### config.mk
export PLATFORM = sky130hd
export DESIGN_NAME = ofs_cal_engine
export DESIGN_NICKNAME = d
export VERILOG_FILES = /design/src/rtl/ofs_cal_pkg.sv /design/src/rtl/ofs_cal_sync.sv /design/src/rtl/ofs_cal_timer.sv /design/src/rtl/ofs_cal_meas.sv /design/src/rtl/ofs_cal_apply.sv /design/src/rtl/ofs_cal_engine.sv
export SDC_FILE = /design/constraint.sdc
export NUM_CORES = 1
export LEC_CHECK = 0
export BUFFER_PORTS_ARGS = -buffer_cell sky130_fd_sc_hd__buf_2
export CAP_MARGIN = 20
export CORE_MARGIN = 2
export CORE_UTILIZATION = 53
export CTS_CLUSTER_SIZE = 25
export DETAILED_ROUTE_END_ITERATION = 8
export GPL_TIMING_DRIVEN = 0
export PLACE_DENSITY = 0.76
export SYNTH_ARGS = -nofsm -noshare
export SYNTH_HDL_FRONTEND = slang
export SYNTH_HIERARCHICAL = 1
export SYNTH_SLANG_ARGS = --single-unit
### constraint.sdc
create_clock -name clk -period 2.44 [get_ports clk]
set_input_delay 0.488 -clock clk [delete_from_list [all_inputs] [get_ports clk]]
set_output_delay 0.488 -clock clk [all_outputs]
set_load 0.01 [all_outputs]
### src/rtl/ofs_cal_pkg.sv
// Shared types for the background offset calibration engine.
package ofs_cal_pkg;

    // Selects which value drives the output register.
    typedef enum logic {
        PATH_CORRECTED = 1'b0,
        PATH_RAW       = 1'b1
    } out_path_e;

endpackage

### src/rtl/ofs_cal_sync.sv
// Two-flop synchroniser for a level input that arrives without relation to clk.
// Assumes the input is a slowly changing level; reset clears both stages.
module ofs_cal_sync (
    input  logic clk,
    input  logic rst_n,
    input  logic async_in,
    output logic sync_out
);
    logic stage1;
    logic stage2;

    // Shift the asynchronous level through two flops.
    always_ff @(posedge clk) begin
        if (!rst_n) begin
            stage1 <= 1'b0;
            stage2 <= 1'b0;
        end else begin
            stage1 <= async_in;
            stage2 <= stage1;
        end
    end

    assign sync_out = stage2;
endmodule

### src/rtl/ofs_cal_timer.sv
// Free-running calibration period timer. Flags the last cycle of each period.
// Assumes CAL_PERIOD >= 2; the count restarts from zero at reset release.
module ofs_cal_timer #(
    parameter int CAL_PERIOD = 256
) (
    input  logic clk,
    input  logic rst_n,
    output logic period_last
);
    localparam int CNT_W = (CAL_PERIOD > 2) ? $clog2(CAL_PERIOD) : 1;
    localparam logic [CNT_W-1:0] LAST = CNT_W'(CAL_PERIOD - 1);

    logic [CNT_W-1:0] phase;

    // Count cycles within the period and wrap on its last cycle.
    always_ff @(posedge clk) begin
        if (!rst_n)           phase <= '0;
        else if (period_last) phase <= '0;
        else                  phase <= phase + 1'b1;
    end

    assign period_last = (phase == LAST);

    AST_PHASE_WRAP: assert property (@(posedge clk) disable iff (!rst_n)
        period_last |=> (phase == '0));
endmodule

### src/rtl/ofs_cal_meas.sv
// Offset measurement: accumulates reference samples over one period, then
// latches the negated floor-average as the signed correction factor.
// Assumes ref_ofs is two's complement; a short period keeps the old factor.
module ofs_cal_meas #(
    parameter int AVG_LOG2 = 4,
    parameter int OFS_W    = 8
) (
    input  logic                    clk,
    input  logic                    rst_n,
    input  logic                    period_last,
    input  logic signed [OFS_W-1:0] ref_ofs,
    input  logic                    ref_vld,
    output logic signed [OFS_W:0]   factor
);
    localparam int SAMPLES = 1 << AVG_LOG2;
    localparam int SUM_W   = OFS_W + AVG_LOG2;
    localparam int SCNT_W  = AVG_LOG2 + 1;
    localparam logic [SCNT_W-1:0] FULL = SCNT_W'(SAMPLES);

    logic [SCNT_W-1:0]       n_taken;
    logic signed [SUM_W-1:0] acc;
    logic signed [SUM_W-1:0] avg;
    logic signed [OFS_W:0]   neg_avg;
    logic                    take;

    // Accept a sample only before the last cycle and until the window is full.
    always_comb begin
        take    = ref_vld && !period_last && (n_taken < FULL);
        avg     = acc >>> AVG_LOG2;
        neg_avg = -((OFS_W + 1)'(avg));
    end

    // Accumulate accepted samples; clear on the period's last cycle.
    always_ff @(posedge clk) begin
        if (!rst_n || period_last) begin
            acc     <= '0;
            n_taken <= '0;
        end else if (take) begin
            acc     <= acc + SUM_W'(ref_ofs);
            n_taken <= n_taken + 1'b1;
        end
    end

    // Latch a new factor only at the trailing edge of a complete period.
    always_ff @(posedge clk) begin
        if (!rst_n)                             factor <= '0;
        else if (period_last && n_taken == FULL) factor <= neg_avg;
    end

    AST_SAMPLE_CAP: assert property (@(posedge clk) disable iff (!rst_n)
        n_taken <= FULL);
    AST_FACTOR_HOLD: assert property (@(posedge clk) disable iff (!rst_n)
        !period_last |=> $stable(factor));
endmodule

### src/rtl/ofs_cal_apply.sv
// Applies the correction factor to each raw code, clamps to the code range,
// and registers the result together with the end-of-conversion pulse.
// Assumes bypass_s is already synchronous to clk.
module ofs_cal_apply
    import ofs_cal_pkg::*;
#(
    parameter int DATA_W = 10,
    parameter int FAC_W  = 9
) (
    input  logic                    clk,
    input  logic                    rst_n,
    input  logic [DATA_W-1:0]       raw_data,
    input  logic                    raw_vld,
    input  logic signed [FAC_W-1:0] factor,
    input  logic                    bypass_s,
    output logic [DATA_W-1:0]       cor_data,
    output logic                    eoc
);
    localparam int SW = ((DATA_W > FAC_W) ? DATA_W : FAC_W) + 2;
    localparam logic signed [SW-1:0] CODE_MAX = SW'((1 << DATA_W) - 1);

    logic signed [SW-1:0] total;
    logic [DATA_W-1:0]    clamped;
    out_path_e            path;

    // Add the signed factor to the zero-extended code and clamp both rails.
    always_comb begin
        total = $signed({{(SW - DATA_W){1'b0}}, raw_data}) + SW'(factor);
        if (total < 0)             clamped = '0;
        else if (total > CODE_MAX) clamped = '1;
        else                       clamped = total[DATA_W-1:0];
        path = bypass_s ? PATH_RAW : PATH_CORRECTED;
    end

    // Register the selected value and flag its arrival with eoc.
    always_ff @(posedge clk) begin
        if (!rst_n) begin
            cor_data <= '0;
            eoc      <= 1'b0;
        end else begin
            eoc <= raw_vld;
            if (raw_vld) cor_data <= (path == PATH_RAW) ? raw_data : clamped;
        end
    end

    AST_EOC_FOLLOWS: assert property (@(posedge clk) disable iff (!rst_n)
        raw_vld |=> eoc);
    AST_EOC_QUIET: assert property (@(posedge clk) disable iff (!rst_n)
        !raw_vld |=> !eoc);
    AST_BYPASS_RAW: assert property (@(posedge clk) disable iff (!rst_n)
        (raw_vld && bypass_s) |=> (cor_data == $past(raw_data)));
    AST_NO_WRAP_UP: assert property (@(posedge clk) disable iff (!rst_n)
        (raw_vld && !bypass_s && factor >= 0) |=> (cor_data >= $past(raw_data)));
    AST_NO_WRAP_DN: assert property (@(posedge clk) disable iff (!rst_n)
        (raw_vld && !bypass_s && factor <= 0) |=> (cor_data <= $past(raw_data)));
endmodule

### src/rtl/ofs_cal_engine.sv
// Top of the background offset calibration engine: period timer, reference
// measurement, bypass synchroniser and the correcting output stage.
// Assumes raw_vld and ref_vld are synchronous to clk; cal_bypass may not be.
module ofs_cal_engine #(
    parameter int DATA_W     = 10,
    parameter int OFS_W      = 8,
    parameter int AVG_LOG2   = 4,
    parameter int CAL_PERIOD = 256
) (
    input  logic                    clk,
    input  logic                    rst_n,
    input  logic [DATA_W-1:0]       raw_data,
    input  logic                    raw_vld,
    input  logic signed [OFS_W-1:0] ref_ofs,
    input  logic                    ref_vld,
    input  logic                    cal_bypass,
    output logic [DATA_W-1:0]       cor_data,
    output logic                    eoc
);
    localparam int FAC_W = OFS_W + 1;

    logic                    period_last;
    logic                    bypass_s;
    logic signed [FAC_W-1:0] factor;

    ofs_cal_sync u_sync (
        .clk      (clk),
        .rst_n    (rst_n),
        .async_in (cal_bypass),
        .sync_out (bypass_s)
    );

    ofs_cal_timer #(.CAL_PERIOD(CAL_PERIOD)) u_timer (
        .clk         (clk),
        .rst_n       (rst_n),
        .period_last (period_last)
    );

    ofs_cal_meas #(.AVG_LOG2(AVG_LOG2), .OFS_W(OFS_W)) u_meas (
        .clk         (clk),
        .rst_n       (rst_n),
        .period_last (period_last),
        .ref_ofs     (ref_ofs),
        .ref_vld     (ref_vld),
        .factor      (factor)
    );

    ofs_cal_apply #(.DATA_W(DATA_W), .FAC_W(FAC_W)) u_apply (
        .clk      (clk),
        .rst_n    (rst_n),
        .raw_data (raw_data),
        .raw_vld  (raw_vld),
        .factor   (factor),
        .bypass_s (bypass_s),
        .cor_data (cor_data),
        .eoc      (eoc)
    );
endmodule

==> results.md <==
- Endpoint class of the critical path: register
- Htree depth: 2
- Diodes inserted: 0
- Tmin final: 2.39 ns
- Static leakage: 1.51 nW
- Sequential standard cell area: 943 um^2
- Power Density: 543 nW/um^2
- Sw Ratio: 30.7%
- Peak VDD IR: 412 uV
- DRC Markers: 0
- Antenna violations before repair: 0
- Switching power: 0.594 mW
- Synthesized area per cell: 8.45 um^2
- CP required: 2.65 ns
- Sequential share of the synthesized area: 29.9%
- Overall die height: 81.0 um
- Clk_skew: 0.00753 ns
- CP top delay family: compound AO/OA/AOI/OAI gates
- Starting DRT DRC Count: 103
- Synth Cell Area: 3140 um^2
- Crit Path Category: register to register
- GRT Residual Overflow: 0
- Vias in the first global route: 2534
- Later-pin clock latency in the skew report: 0.31 ns
- Status: finished clean
- WL final: 6830 um
- Synthesized flop and latch total: 47
- Met1 Usage GRT: 27.8%
- Die Wd: 81.0 um
- I/O pins: 34
- Clock Sinks: 47
- Rel. slew slack: 65.9%
- Max_cap viols: 0
- Fin. max-slew vios: 0
- CP Launch Type: register
- Drt first pass iters: 4
- Critical path arrival: 2.60 ns
- Comb pwr share: 24.0%
- Area of the multi-input gates: 2130 um^2
- Fillers: 551
- GR peak layer: met2
- Setup-failing EPs final: 0
- Internal power: 1.34 mW
- Vias/cell: 5.56
- Ys async rst share: 0%
- RSZ-0062 raised after global routing: false
- Root buf cell: clkbuf_8
- Clock power frac: 31.1%
- Synth warnings: 6
- Rows: 28
- Met3 Usage GRT: 4.22%
- Nets: 465
- DIE AREA: 6570 um^2
- Met2 usage: 37.7%
- Post-synth EDFFs: 0
- CTS Buf Count: 5
- Critical path's slowest cell: mux2i_4
- Crit-path cells: ha_1, a21oi_1, o211ai_1, a31oi_4, mux2i_4, a21oi_2, o21a_1
- CTS tree: done
- Max incr delay on CP: 0.49 ns
- Number of placed cells counting well taps: 480
- CP max FO: 11
- Hpwl dp: 5140 um
- Mapped Cells: 372
- Final Cycle Share: 98.0%
- Final hold violation count: 0
- Part of the power in registers: 44.8%
- Share of layout cells above drive strength 1: 17.6%
- Pwr Total: 1.94 mW
- IO buf count: 33
- Final Wtd Congestion: 0.874
- Global-route wire length before repair: 11300 um
- Largest net degree at the start of global routing: 17
- Syn nets: 423
- Fin cells: 490
- Least-Margin Pin Slew: 0.511 ns
- Routed via count: 2724
- Clock Pin Slew Worst Setup and Hold Paths: 0.09 ns
- CTS max path bufs: 2
- HP Class: primary input to register
- Max Clk Rate: 0.418 GHz
- Overall global routing resource usage: 22.0%
- Layout area overhead: 13.5%
- Wire per inst: 13.9 um
- Starting density of the core: 54.1%
- Distinct cell type count after synthesis: 59
- Core ar.: 5820 um^2
- Critical path buffer and inverter count: 0
- Remaining antenna violation count: 0
- Ys flop type: dfxtp_1
layout by cell type (no fill, tap or decap), types with 3 or more instances in the layout:
master and instances:
xor2_1 14, clkbuf_1 8, o21ai_0 15, buf_2 34, nor3_1 3, a21o_1 9
nor2b_1 5, xnor2_1 11, o21ai_1 13, and2_1 8, a211oi_1 3, a21oi_1 29
dfxtp_1 45, a221oi_2 5, clkbuf_8 5, ha_1 25, mux2i_1 3, nor2_1 30
and2_0 4, inv_1 18, nand2b_1 5, o211ai_1 4, nand2_1 36, or3_1 8
nand3_1 10, a31oi_1 6, nand4_1 7
final timing paths:
check,start,to,slack (ns),depth (start not counted)
min,cal_bypass,u_sync/stage1$_SDFF_PN0_,0.38,2
max,u_meas/factor[8]$_SDFFE_PN0P_,u_apply/cor_data[5]$_SDFFE_PN0P_,0.05,7
min reg2reg,u_sync/stage1$_SDFF_PN0_,u_sync/sync_out$_SDFF_PN0_,0.46,1
max reg2reg,u_meas/factor[8]$_SDFFE_PN0P_,u_apply/cor_data[5]$_SDFFE_PN0P_,0.05,7
area by class of cell:
| class | count | area share [%] |
|---|---|---|
| multi-input cells | 298 | 59.7 |
| flip-flops and latches | 47 | 26.4 |
| repair buffers | 35 | 5.05 |
| well taps | 75 | 2.63 |
| clock buffers | 5 | 1.93 |
| inverters | 18 | 1.89 |
| clock inverters | 3 | 1.33 |
| plain buffers | 9 | 0.982 |
cells by family (layout without fill, tap and decap cells):
kind of cell | Yosys count | in the layout | synth area share, %
muxes | 4 | 4 | 1.67
DFF | 47 | 47 | 29.9
and+or+nand+nor | 133 | 133 | 22.5
adders and majority gates | 28 | 28 | 11.6
AOI/OAI and AO/OA | 108 | 108 | 24.0
xor gates and xnor gates | 25 | 25 | 6.96
buffers and inverters | 27 | 70 | 3.26
Yosys cell counts, types with 6 or more instances:
cell type / instances / area share [%]
nand3_1: 10 / 1.6
o21ai_1: 13 / 2.1
nand2b_1: 6 / 1.2
xnor2_1: 11 / 3.1
o21ai_0: 15 / 2.4
clkbuf_1: 8 / 0.96
a21o_1: 9 / 2.1
nand2_1: 36 / 4.3
and2_1: 9 / 1.8
nor2_1: 30 / 3.6
dfxtp_1: 47 / 30
xor2_1: 14 / 3.9
a21oi_1: 31 / 4.9
or3_1: 8 / 1.6
inv_1: 18 / 2.1
a31oi_1: 6 / 1.2
ha_1: 26 / 10
nand4_1: 7 / 1.4
routing by layer:
| metal | part of all wire (%) | up-vias |
|---|---|---|
| li1 | - | 1421 |
| met2 | 49 | 51 |
| met3 | 3.4 | 8 |
| met1 | 46 | 1244 |
| met4 | 1.4 | 0 |
| met5 | 0 | - |
repair_timing:
item | in CTS | in global routing
resized for setup | 2 | 7
endpoints found under the setup margin | 8 | 8
pin swaps | 1 | 3
hold endpoints to repair | 0 | 0
hold buffers | 0 | 0
buffers inserted | 1 | 1
state kept, by name, indices dropped and copies added, names as in the netlist:
| name | flops |
|---|---|
| u_meas/factor | 9 |
| u_meas/n_taken | 5 |
| u_sync/sync_out | 1 |
| u_timer/phase | 8 |
| u_apply/cor_data | 10 |
| u_sync/stage1 | 1 |
| u_apply/eoc | 1 |
| u_meas/acc | 12 |
through the flow:
step / utilization (%) / setup slack [ns] / cell area [um^2] / hold WS, ns / TNS (ns)
floorplan: - / 0.0240 / 3140 / 0.412 / 0
global placement: 58.5 / -0.311 / 3400 / 0.417 / -2.40
detailed placement: 58.5 / -0.367 / 3400 / 0.439 / -2.77
CTS: 60.7 / 0.00125 / 3530 / 0.364 / 0
global route: 61.3 / 0.00525 / 3570 / 0.367 / 0
finish: 61.3 / 0.0493 / 3570 / 0.376 / 0
power groups by stage:
stage	sequential [mW]	clock (mW)	combinational (mW)
after floorplan	0.881	0	0.351
after global placement	0.883	0	0.451
after detailed placement	0.886	0	0.459
after CTS	0.869	0.620	0.462
after global routing	0.877	0.652	0.524
final	0.868	0.603	0.465
Power figures use the tool's default switching activity.
